File: config.mk
export PLATFORM = sky130hd
export DESIGN_NAME = pwm_buf_top
export DESIGN_NICKNAME = d
export VERILOG_FILES = /design/src/rtl/pwm_buf_pkg.sv /design/src/rtl/pwm_cfg_regs.sv /design/src/rtl/pwm_timebase.sv /design/src/rtl/pwm_wave.sv /design/src/rtl/pwm_buf_top.sv
export SDC_FILE = /design/constraint.sdc
export NUM_CORES = 1
export LEC_CHECK = 0
export CAP_MARGIN = 20
export CORE_UTILIZATION = 50
export CTS_CLUSTER_DIAMETER = 200
export DETAILED_ROUTE_END_ITERATION = 6
export GPL_ROUTABILITY_DRIVEN = 0
export PLACE_DENSITY = 0.76
export RECOVER_POWER = 100
export SETUP_SLACK_MARGIN = 0.02
export SYNTH_ARGS = -nofsm -noshare
export SYNTH_HDL_FRONTEND = slang
export SYNTH_HIERARCHICAL = 1
export SYNTH_SLANG_ARGS = --single-unit
File: constraint.sdc
create_clock -name clk_i -period 6.1 [get_ports clk_i]
set_clock_uncertainty 0.2 [all_clocks]
set_input_delay 1.83 -clock clk_i [delete_from_list [all_inputs] [get_ports clk_i]]
set_output_delay 1.83 -clock clk_i [all_outputs]
set_load 0.02 [all_outputs]
File: src/rtl/pwm_buf_pkg.sv
package pwm_buf_pkg;
  typedef enum logic [1:0] {
    SEL_PERIOD = 2'd0,
    SEL_DUTY   = 2'd1,
    SEL_STAGE  = 2'd2,
    SEL_NONE   = 2'd3
  } reg_sel_e;

  typedef enum logic {
    MODE_SAW = 1'b0,
    MODE_TRI = 1'b1
  } cnt_mode_e;
endpackage

File: src/rtl/pwm_cfg_regs.sv
module pwm_cfg_regs
  import pwm_buf_pkg::*;
#(
  parameter int W = 16
) (
  input  logic         clk_i,
  input  logic         rst_ni,
  input  logic         wr_en_i,
  input  logic [1:0]   wr_sel_i,
  input  logic [W-1:0] wr_data_i,
  output logic [W-1:0] period_o,
  output logic [W-1:0] stage_o
);
  reg_sel_e sel;
  assign sel = reg_sel_e'(wr_sel_i);

  always_ff @(posedge clk_i or negedge rst_ni) begin
    if (!rst_ni) begin
      period_o <= '0;
      stage_o  <= '0;
    end else if (wr_en_i) begin
      if (sel == SEL_PERIOD) period_o <= wr_data_i;
      if (sel == SEL_STAGE)  stage_o  <= wr_data_i;
    end
  end
endmodule

File: src/rtl/pwm_timebase.sv
module pwm_timebase
  import pwm_buf_pkg::*;
#(
  parameter int W = 16
) (
  input  logic         clk_i,
  input  logic         rst_ni,
  input  logic         run_i,
  input  logic         mode_i,
  input  logic [W-1:0] period_i,
  output logic [W-1:0] cnt_o,
  output logic         down_o,
  output logic         wrap_o,
  output logic         evt_o
);
  localparam logic [W-1:0] One = W'(1);

  cnt_mode_e mode;
  logic      at_zero;
  logic      at_top;

  assign mode    = cnt_mode_e'(mode_i);
  assign at_zero = (cnt_o == '0);
  assign at_top  = (cnt_o >= period_i);
  // wrap point: sawtooth top, or triangle trough while falling
  assign wrap_o  = (mode == MODE_TRI) ? (down_o && at_zero) : at_top;

  always_ff @(posedge clk_i or negedge rst_ni) begin
    if (!rst_ni) begin
      cnt_o  <= '0;
      down_o <= 1'b0;
      evt_o  <= 1'b0;
    end else if (run_i) begin
      evt_o <= wrap_o;
      if (mode == MODE_SAW) begin
        down_o <= 1'b0;
        cnt_o  <= wrap_o ? One : cnt_o + One;
      end else if (!down_o) begin
        if (at_top) begin
          down_o <= 1'b1;
          cnt_o  <= at_zero ? '0 : cnt_o - One;
        end else begin
          cnt_o <= cnt_o + One;
        end
      end else if (at_zero) begin
        down_o <= 1'b0;
        cnt_o  <= One;
      end else begin
        cnt_o <= cnt_o - One;
      end
    end else begin
      evt_o <= 1'b0;
    end
  end


  hold_evt_chk: assert property (@(posedge clk_i) disable iff (!rst_ni)
    !run_i |=> !evt_o);

  hold_cnt_chk: assert property (@(posedge clk_i) disable iff (!rst_ni)
    !run_i |=> $stable(cnt_o));

  tri_turn_chk: assert property (@(posedge clk_i) disable iff (!rst_ni)
    (run_i && mode_i && down_o && at_zero) |=> (!down_o && evt_o));
endmodule

File: src/rtl/pwm_wave.sv
module pwm_wave
  import pwm_buf_pkg::*;
#(
  parameter int W = 16
) (
  input  logic         clk_i,
  input  logic         rst_ni,
  input  logic         run_i,
  input  logic         mode_i,
  input  logic         wr_en_i,
  input  logic [1:0]   wr_sel_i,
  input  logic [W-1:0] wr_data_i,
  input  logic [W-1:0] cnt_i,
  input  logic [W-1:0] period_i,
  input  logic [W-1:0] stage_i,
  input  logic         wrap_i,
  output logic         pwm_o
);
  logic [W-1:0] duty_q;
  logic         duty_hit;
  logic         duty_wr;

  assign duty_hit = (cnt_i == duty_q);
  assign duty_wr  = wr_en_i && (reg_sel_e'(wr_sel_i) == SEL_DUTY);

  always_ff @(posedge clk_i or negedge rst_ni) begin
    if (!rst_ni) begin
      duty_q <= '0;
      pwm_o  <= 1'b0;
    end else begin
      if (run_i) begin
        if (wrap_i) duty_q <= stage_i;
        if (cnt_mode_e'(mode_i) == MODE_SAW) begin
          if (wrap_i)                              pwm_o <= (stage_i != '0);
          else if (duty_hit && duty_q != period_i) pwm_o <= 1'b0;
        end else if (duty_hit) begin
          pwm_o <= ~pwm_o;
        end
      end
      if (duty_wr) duty_q <= wr_data_i;
    end
  end


  saw_fall_chk: assert property (@(posedge clk_i) disable iff (!rst_ni)
    (run_i && !mode_i && !wrap_i && duty_hit && duty_q != period_i) |=> !pwm_o);

  full_hold_chk: assert property (@(posedge clk_i) disable iff (!rst_ni)
    (run_i && !mode_i && !wrap_i && pwm_o && duty_q == period_i && !duty_wr) |=> pwm_o);

  zero_hold_chk: assert property (@(posedge clk_i) disable iff (!rst_ni)
    (run_i && !mode_i && !pwm_o && duty_q == '0 && stage_i == '0) |=> !pwm_o);

  hold_out_chk: assert property (@(posedge clk_i) disable iff (!rst_ni)
    !run_i |=> $stable(pwm_o));
endmodule

File: src/rtl/pwm_buf_top.sv
module pwm_buf_top #(
  parameter int W = 16
) (
  input  logic         clk_i,
  input  logic         rst_ni,
  input  logic         run_i,
  input  logic         mode_i,
  input  logic         wr_en_i,
  input  logic [1:0]   wr_sel_i,
  input  logic [W-1:0] wr_data_i,
  output logic         pwm_o,
  output logic         down_o,
  output logic         evt_o
);
  logic [W-1:0] period;
  logic [W-1:0] stage;
  logic [W-1:0] cnt;
  logic         wrap;

  pwm_cfg_regs #(.W(W)) u_regs (
    .clk_i, .rst_ni, .wr_en_i, .wr_sel_i, .wr_data_i,
    .period_o(period), .stage_o(stage)
  );

  pwm_timebase #(.W(W)) u_tb (
    .clk_i, .rst_ni, .run_i, .mode_i,
    .period_i(period), .cnt_o(cnt), .down_o(down_o),
    .wrap_o(wrap), .evt_o(evt_o)
  );

  pwm_wave #(.W(W)) u_wave (
    .clk_i, .rst_ni, .run_i, .mode_i, .wr_en_i, .wr_sel_i, .wr_data_i,
    .cnt_i(cnt), .period_i(period), .stage_i(stage), .wrap_i(wrap),
    .pwm_o(pwm_o)
  );


  rst_quiet_chk: assert property (@(posedge clk_i) disable iff (!rst_ni)
    $rose(rst_ni) |-> (!pwm_o && !down_o && !evt_o));
endmodule

==> results of run 1 <==
[layout make-up]
| class | instances | area (sq um) | area share (%) |
|---|---|---|---|
| clock inverter | 6 | 90.1 | 1.84 |
| clock buffer | 9 | 124 | 2.53 |
| tap | 105 | 131 | 2.69 |
| timing repair buffer | 30 | 279 | 5.71 |
| sequential | 67 | 1680 | 34.3 |
| multi-input combinational | 345 | 2490 | 50.9 |
| inverter | 27 | 101 | 2.07 |
[metrics by stage]
step	util (%)	area (sq um)
6_report	58.3	4890
5_1_grt	58.3	4890
2_1_floorplan	-	4410
3_3_place_gp	55.8	4680
3_5_place_dp	55.8	4680
4_1_cts	58.4	4890
[power breakdown]
group	internal, mW	switching [mW]	leakage [nW]
registers	0.578	0.245	0.788
clock network	0.229	0.184	0.106
logic	0.380	0.421	1.16
[placed cells by master, fill, tap and decap left out, types with 9 or more instances in the layout]
cell type        Yosys  final
mux2i_1             20     20
xor2_1              12     12
dfrtp_1             67     67
nor2_1              38     38
nand4_1             26     26
nand3_1             14     14
inv_1               27     27
clkbuf_8             1      9
nor3_1              13     13
mux2_2              33     31
nand2_1             20     20
ha_1                18     18
xnor2_1             22     22
a21oi_1             27     27
nor4_1              13     13
o21ai_0             12     12
clkdlybuf4s50_1      0     18
[state kept, by name, summed over array words and instances (netlist names)]
register and count:
u_regs/period_o 16, u_regs/stage_o 16, u_tb/evt_o 1, u_wave/pwm_o 1, u_wave/duty_q 16, u_tb/cnt_o 16, u_tb/down_o 1
[layer usage]
metal  GRT usage, %  part of all wire (%)  up-vias
met5              0                     0        -
met2           43.4                    48      145
met3           3.63                   5.2       30
met1           34.3                    44     1827
met4           10.3                   2.5        0
li1               -                     -     1738
[cell families (layout without fill, tap and decap cells)]
| kind of cell | count (synthesis) | after routing | share of synthesized area [%] |
|---|---|---|---|
| DFF | 67 | 67 | 38.0 |
| and+or+nand+nor | 165 | 165 | 20.8 |
| adders and majority gates | 18 | 18 | 5.11 |
| buffers and inverters | 53 | 72 | 5.30 |
| AOI/OAI and AO/OA | 75 | 75 | 11.1 |
| muxes | 53 | 53 | 13.0 |
| xor gates and xnor gates | 34 | 34 | 6.75 |
[path summary, 6_finish.rpt]
check / from / endpoint / slack (ns) / cells past startpoint
setup / recovery: wr_sel_i[0] / u_regs/period_o[14] / 1.35 / 3
hold / removal: u_regs/stage_o[6] / u_regs/stage_o[6] / 0.35 / 1
setup reg to reg: u_tb/cnt_o[0] / u_wave/duty_q[2] / 1.79 / 11
hold reg to reg: u_regs/stage_o[6] / u_regs/stage_o[6] / 0.35 / 1
max in group asynchronous: rst_ni / u_regs/period_o[6] / 3.66 / 2
min in group asynchronous: rst_ni / u_regs/period_o[10] / 1.48 / 2
==> results.cfg, run 1 <==
[synth]
ys_seq_area_share_pct = 38.0
synthFlopType = dfrtp_1
synth_cell_types = 57
synth_edf_count = 0
synthCells = 465
synth.top_cells.by_count = 67 x dfrtp_1, 38 x nor2_1, 33 x mux2_2
synth_top_area_share_pct = 38.0
ys_seq_elements = 67
synth_area_leader_cell = dfrtp_1
synth_most_common_cell = dfrtp_1
ys_warn_count = 6
synth_fp_nets = 506
netlist_area_sq_um = 4410
syn_area_per_cell_sq_um = 9.49
synth-async-reset-ratio_pct = 100
synth_area_leaders = dfrtp_1 38%, mux2_2 8.4%, ha_1 5.1%

[hold_path]
hold_class = reg2reg

[pwr]
fin_total_pwr_mw = 2.04
p_per_area_nw_per_um2 = 417
leakagePower_nw = 2.05
peakVddDrop_uv = 154

[drt]
drtIter0Drc = 331
drtAntennaViolNets = 0
wl_per_cell_um = 18.3
wirelength_um = 10800
drc_errors = 0
dr.pass1.iters = 5
via_count = 3740
via_per_inst = 6.35

[global_routing]
grt-ovfl-total = 0
grt_pass1_wl_um = 18300
grt_pass1_vias = 3696
track_usage_pct = 26.1
grt_start_max_net_pins = 68
antenna_found_initial = 0

[timing]
layout_min_cycle_time_ns = 4.75
tightest_slew_ns = 2.48
hold_viol_final = 0
slew_headroom_pct = -66.0
tns_ns = 0
finalCritPeriodShare_pct = 77.9
setup_ws_ns = 1.35
hold_ws_ns = 0.345
fmax_mhz = 210
grt_setup_unrepaired = no
slew_violations = 17
setup_viol = 0

[worst_setup_path]
critPathMaxStageDelay_ns = 1.91
worst_setup_path_end_kind = register
cp.required_ns = 6.13
crit_chain = dlygate4sd3_1 > nor3b_1 > mux2_2
path_buf_inv = 1
crit_family = simple AND/OR/NAND/NOR gates
startpoint_type = input port
worstPathMaxFanout = 16
crit_arrival_ns = 4.78
critPathKind = in2reg
slowest_stage = nor3b_1

[floorplanning]
die_h_um = 95.9
rows = 33
num_io_pins = 26
dieArea_sq_um = 9200
chipWidth_um = 95.9
core_area_sq_um = 8380
initial_utilization_pct = 52.6

[clock_tree]
postCtsSetupRepairBufs = 0
htreeDepth = 3
clk_pin_slew_ns = 0.08
cts_resized = 0
cts_tree = yes
cts-root-buf = clkbuf_8
clk_latency_ns = 0.35
cts.path.max_buffers = 2
cts.sink_count = 67
cts_buffers = 9
cts_hold_buffers = 0

[layout]
fillers = 751
layout-drive-gt1-share_pct = 12.6
syn_to_final_growth_pct = 10.8
finalNetCount = 521
final_cells = 589
num_antenna_cells = 0

[outcome]
violations = max-capacitance violations, max-slew violations
status = complete, but fails checks

[place]
io_buffers = 25
dp_slack_ns = 1.64
placed_cells_incl_taps = 572
dp_hpwl_um = 7500

[run]
drv_cap = 1
No activity file was read; power rests on OpenSTA's default activity.
==> inputs of run 2 (changes only) <==
Settings changed: PLACE_DENSITY 0.76 to 0.78.
Clock period 6.1 ns to 3.99 ns, I/O delays scaled along.
==> run 2 against run 1 <==
The run still ends with max-capacitance violations, max-slew violations left; total power increased by 58%; die area unchanged; critical path depth increased by 5; worst setup slack got worse by 1.1 ns; final area increased by 2.1%; cell count increased by 2.2%; combinational power increased by 71%; sequential cell count unchanged; register-to-register slack got worse by 1.5 ns; critical endpoint is now u_tb/cnt_o[4].
==> results.cfg, run 2 (synthesized netlist as in run 1, its figures left out) <==
[floorplanning]
die_h_um = 95.9
rows = 33
num_io_pins = 26
chipWidth_um = 95.9
dieArea_sq_um = 9200
core_area_sq_um = 8380
initial_utilization_pct = 52.6

[clock_tree]
cts.sink_count = 67
clk_latency_ns = 0.36
cts_tree = yes
clk_pin_slew_ns = 0.08
cts_buffers = 9
cts_hold_buffers = 0
htreeDepth = 3
cts.path.max_buffers = 2
cts-root-buf = clkbuf_8

[worst_setup_path]
critPathMaxStageDelay_ns = 0.97
worstPathMaxFanout = 23
crit_arrival_ns = 3.76
critPathKind = reg2reg
startpoint_type = register
slowest_stage = nor4b_1
crit_chain = inv_1 > ha_1 > nand2b_1 > a2111oi_0 > nor4b_1 > or3_1 > o311ai_0 > a22oi_1
worst_setup_path_end_kind = register
cp.required_ns = 4.06

[global_routing]
grt_pass1_wl_um = 17900
grt-ovfl-total = 0
track_usage_pct = 25.9
antenna_found_initial = 0
grt_start_max_net_pins = 68
grt_pass1_vias = 3540

[pwr]
peakVddDrop_uv = 221
leakagePower_nw = 2.11
sw_frac_of_total_pct = 41.3
power_frac_seq_pct = 37.3
power_frac_comb_pct = 42.4
power_frac_clock_pct = 20.3
p_int_mw = 1.89
p_per_area_nw_per_um2 = 646
power_switching_mw = 1.33

[drt]
via_per_inst = 6.12
drtAntennaViolNets = 0
dr.pass1.iters = 5
via_count = 3687
wirelength_um = 11100
drc_errors = 0
wl_per_cell_um = 18.4
drtIter0Drc = 390

[timing]
tightest_slew_ns = 1.64
grt_setup_unrepaired = yes
slew_headroom_pct = -9.63
hold_viol_final = 0
setup_viol = 0
layout_min_cycle_time_ns = 3.69
fmax_mhz = 271
tns_ns = 0
finalCritPeriodShare_pct = 92.6
slew_violations = 68

[place]
dp_hpwl_um = 7670
io_buffers = 25

[outcome]
status = complete, but fails checks
violations = max-capacitance violations, max-slew violations

[layout]
seq_area_sq_um = 1680
fillers = 692
num_antenna_cells = 0
multi_input_area_sq_um = 2490
utilization_pct = 59.5
most-common-layout-cells = 67 x dfrtp_1, 38 x nor2_1, 33 x mux2_2
syn_to_final_growth_pct = 13.1
finalNetCount = 533
final_common_cell = dfrtp_1
layout-drive-gt1-share_pct = 15.3

[run]
drv_cap = 1

[hold_path]
hold_class = reg2reg
==> run 2: cell types whose count changed in the layout (fill, tap and decap cells not counted), moves of 2 or more <==
cell	delta
buf_4	+13
clkdlybuf4s50_1	+2
dlygate4sd3_1	-2
mux2_1	-2
mux2_2	+2
==> run 2: stage by stage <==
step	std cells	worst slack (ns)	power [mW]	area (sq um)	hold WS, ns
after floorplan	465	0.806	2.13	4410	0.302
after global placement	586	0.520	2.47	4780	0.317
after detailed placement	586	0.374	2.52	4780	0.327
after CTS	602	0.334	3.19	5010	0.345
after global routing	602	0.0193	3.42	4990	0.366
final	602	0.297	3.22	4990	0.344
==> run 2: path summary, 6_finish.rpt <==
check                                  startpoint                  to  slack, ns  cells past startpoint
worst max register to register      u_tb/cnt_o[0]       u_tb/cnt_o[4]       0.30                      8
worst min register to register  u_regs/stage_o[0]   u_regs/stage_o[0]       0.34                      1
max in group asynchronous                  rst_ni      u_tb/cnt_o[15]       1.46                      2
worst min-delay path            u_regs/stage_o[0]   u_regs/stage_o[0]       0.34                      1
min in group asynchronous                  rst_ni  u_regs/period_o[6]       1.14                      2
worst max-delay path                u_tb/cnt_o[0]       u_tb/cnt_o[4]       0.30                      8
==> run 2: timing repair <==
item,in CTS,in global routing
endpoints found under the setup margin,0,13
resized for setup,0,1
setup buffers,0,0
==> run 2: per-layer routing <==
layer	routed length, um	GRT usage (%)	vias up
li1	-	-	1749
met3	699	4.82	35
met2	5170	42.0	158
met1	4880	33.7	1745
met5	0	0	-
met4	308	11.1	0
==> run 2: worst max-delay path, delay by kind of cell (launching register included) <==
| kind | cells | cell delay (ns) |
|---|---|---|
| DFF | 1 | 0.53 |
| AOI/OAI and AO/OA | 3 | 0.64 |
| and+or+nand+nor | 3 | 1.84 |
| adders and majority gates | 1 | 0.28 |
| buffers and inverters | 1 | 0.11 |
==> run 2: power groups by stage <==
stage	combinational, mW	clock (mW)	sequential [mW]
2_1_floorplan	1.02	0	1.11
3_3_place_gp	1.28	0	1.19
3_5_place_dp	1.32	0	1.20
4_1_cts	1.33	0.663	1.19
5_1_grt	1.49	0.697	1.23
6_report	1.37	0.654	1.20
==> run 2: cell type report <==
cell class / instances / share of cell area, %
tap: 105 / 2.63
inverter: 27 / 2.03
clock inverter: 5 / 1.71
timing repair buffer: 42 / 7.35
clock buffer: 11 / 2.83
sequential: 67 / 33.6
multi-input combinational: 345 / 49.8
==> inputs of run 3 (changes only) <==
Settings changed: ABC_AREA set to 1, CORE_UTILIZATION 50 to 46, PLACE_DENSITY 0.78 to 0.73.
==> run 3 against run 2 <==
The run still ends with max-capacitance violations, max-slew violations left; clock power down 9.2%; first-iteration DRC count down 16%; worst setup slack better by 0.25 ns; fmax up 7.3%; synthesized area up 13%; sequential cell count unchanged; cell count up 46%; hold slack worse by 0.030 ns; utilization down 7.0 points; combinational power up 18%; critical path depth down 3; critical path type is now in2reg; critical endpoint is now u_regs/stage_o[15]; largest power group unchanged; highest routed layer unchanged.
==> results.cfg, run 3 <==
[layout]
layout-drive-gt1-share_pct = 8.08
seq_area_sq_um = 1680
fillers = 1042
most-common-layout-cells = 213 x nand2_1, 92 x inv_1, 78 x nor2_1
final_cells = 879
syn_to_final_growth_pct = 9.99
final_common_cell = nand2_1
utilization_pct = 52.5
stdcell_area_sq_um = 5470
num_antenna_cells = 0
multi_input_area_sq_um = 2740
finalNetCount = 779

[worst_setup_path]
path_buf_inv = 2
ff2ff_path_depth = 15
worst_setup_path_end_kind = register
startpoint_type = input port
slowest_stage = clkbuf_1
crit_path_frequent_cell = nand2_1
crit_arrival_ns = 3.49
reg2reg_to = u_wave/duty_q[13]
critPathKind = in2reg
cp.required_ns = 4.04
crit_family = buffers and inverters
rrSetupSlack_ns = 0.75
r2r_start = u_tb/cnt_o[2]
crit_chain = dlygate4sd3_1 > clkbuf_1 > nand3_4 > nand2_1 > nand2_1
critPathMaxStageDelay_ns = 1.17
worstPathMaxFanout = 34

[floorplanning]
num_io_pins = 26
rows = 37
core_area_sq_um = 10400
chipWidth_um = 106
initial_utilization_pct = 47.7
die_h_um = 106
dieArea_sq_um = 11200

[synth]
netlist_area_sq_um = 4970
synthFlopType = dfrtp_1
synth.top_cells.by_count = 213 x nand2_1, 92 x inv_1, 78 x nor2_1
synth_fp_nets = 762
synth_top_area_share_pct = 33.7
synthCells = 721
synth_area_leader_cell = dfrtp_1
synth-async-reset-ratio_pct = 100
ys_seq_area_share_pct = 33.7
synth_edf_count = 0
ys_warn_count = 6
synth_cell_types = 39
ys_seq_elements = 67
synth_area_leaders = dfrtp_1 34%, nand2_1 16%, inv_1 6.9%
syn_area_per_cell_sq_um = 6.90
synth_most_common_cell = nand2_1

[drt]
via_per_inst = 5.45
via_count = 4791
drtIter0Drc = 326
dr.pass1.iters = 5
drtAntennaViolNets = 0
wl_per_cell_um = 14.8
drc_errors = 0
wirelength_um = 13000

[place]
io_buffers = 25
dp_hpwl_um = 9540
place_area_sq_um = 5280
dp_slack_ns = 0.669
placed_cells_incl_taps = 863

[clock_tree]
cts_tree = yes
cts_buffers = 9
clk_pin_slew_ns = 0.09
clk_latency_ns = 0.36
cts-root-buf = clkbuf_8
htreeDepth = 3
postCtsSetupRepairBufs = 0
cts_hold_buffers = 0
cts_resized = 0
cts.sink_count = 67
cts.path.max_buffers = 2

[pwr]
fin_total_pwr_mw = 3.39
p_per_area_nw_per_um2 = 620
leakagePower_nw = 2.78
peakVddDrop_uv = 287

[global_routing]
track_usage_pct = 24.8
antenna_found_initial = 0
grt_start_max_net_pins = 68
grt-ovfl-total = 0
grt_pass1_vias = 4578
grt_pass1_wl_um = 21900

[timing]
setup_ws_ns = 0.550
fmax_mhz = 291
tightest_slew_ns = 1.69
finalCritPeriodShare_pct = 86.2
hold_ws_ns = 0.314
grt_setup_unrepaired = no
hold_viol_final = 0
layout_min_cycle_time_ns = 3.44
slew_violations = 103
slew_headroom_pct = -12.4
setup_viol = 0
tns_ns = 0

[hold_path]
holdCritStartpoint = u_regs/stage_o[1]
min_delay_path_depth = 2
hold_class = reg2reg
hold_end = u_regs/stage_o[1]

[outcome]
violations = max-capacitance violations, max-slew violations
status = complete, but fails checks

[run]
drv_cap = 2
-- run 3: cell type report --
| type | count | share of cell area, % |
|---|---|---|
| inverters | 103 | 7.07 |
| multi-input cells | 524 | 50.1 |
| clock buffers | 10 | 2.33 |
| flip-flops and latches | 67 | 30.7 |
| repair buffers | 33 | 5.40 |
| clock inverters | 6 | 1.33 |
| well taps | 136 | 3.11 |
-- run 3: where the power goes --
part	internal (mW)	switching (mW)
clock network	0.295	0.299
registers	0.863	0.328
logic	0.608	0.999
total	1.77	1.63
-- run 3: layer usage --
layer	vias to the layer above	global-route usage, %	routed length [um]	part of all wire, %
li1	2334	-	-	-
met1	2236	31.7	5650	44
met2	189	41.9	6230	48
met3	32	4.48	797	6.1
met4	0	8.93	305	2.3
met5	-	0	0	0
-- run 3: worst min-delay path: stages, from the launching register on --
cell and delay [ns]:
dfrtp_1 0.38, nand2_1 0.06, nand2_1 0.05
-- run 3: kinds of logic (layout without fill, tap and decap cells) --
group                      count (synthesis)  in the layout  share of synthesized area, %
xor gates and xnor gates                  31             31                          5.46
buffers and inverters                    130            152                          11.1
adders and majority gates                 18             18                          4.53
and+or+nand+nor                          417            417                          37.7
DFF                                       67             67                          33.7
AOI/OAI and AO/OA                         58             58                          7.47
-- run 3: how the worst max path moves through the flow --
stage	start	to	depth (start not counted)
floorplan	u_tb/cnt_o[0]	u_wave/duty_q[11]	17
global placement	mode_i	u_wave/duty_q[0]	9
detailed placement	mode_i	u_wave/duty_q[13]	9
CTS	u_tb/cnt_o[2]	u_wave/duty_q[13]	15
global route	wr_en_i	u_regs/stage_o[7]	5
finish	wr_en_i	u_regs/stage_o[15]	5
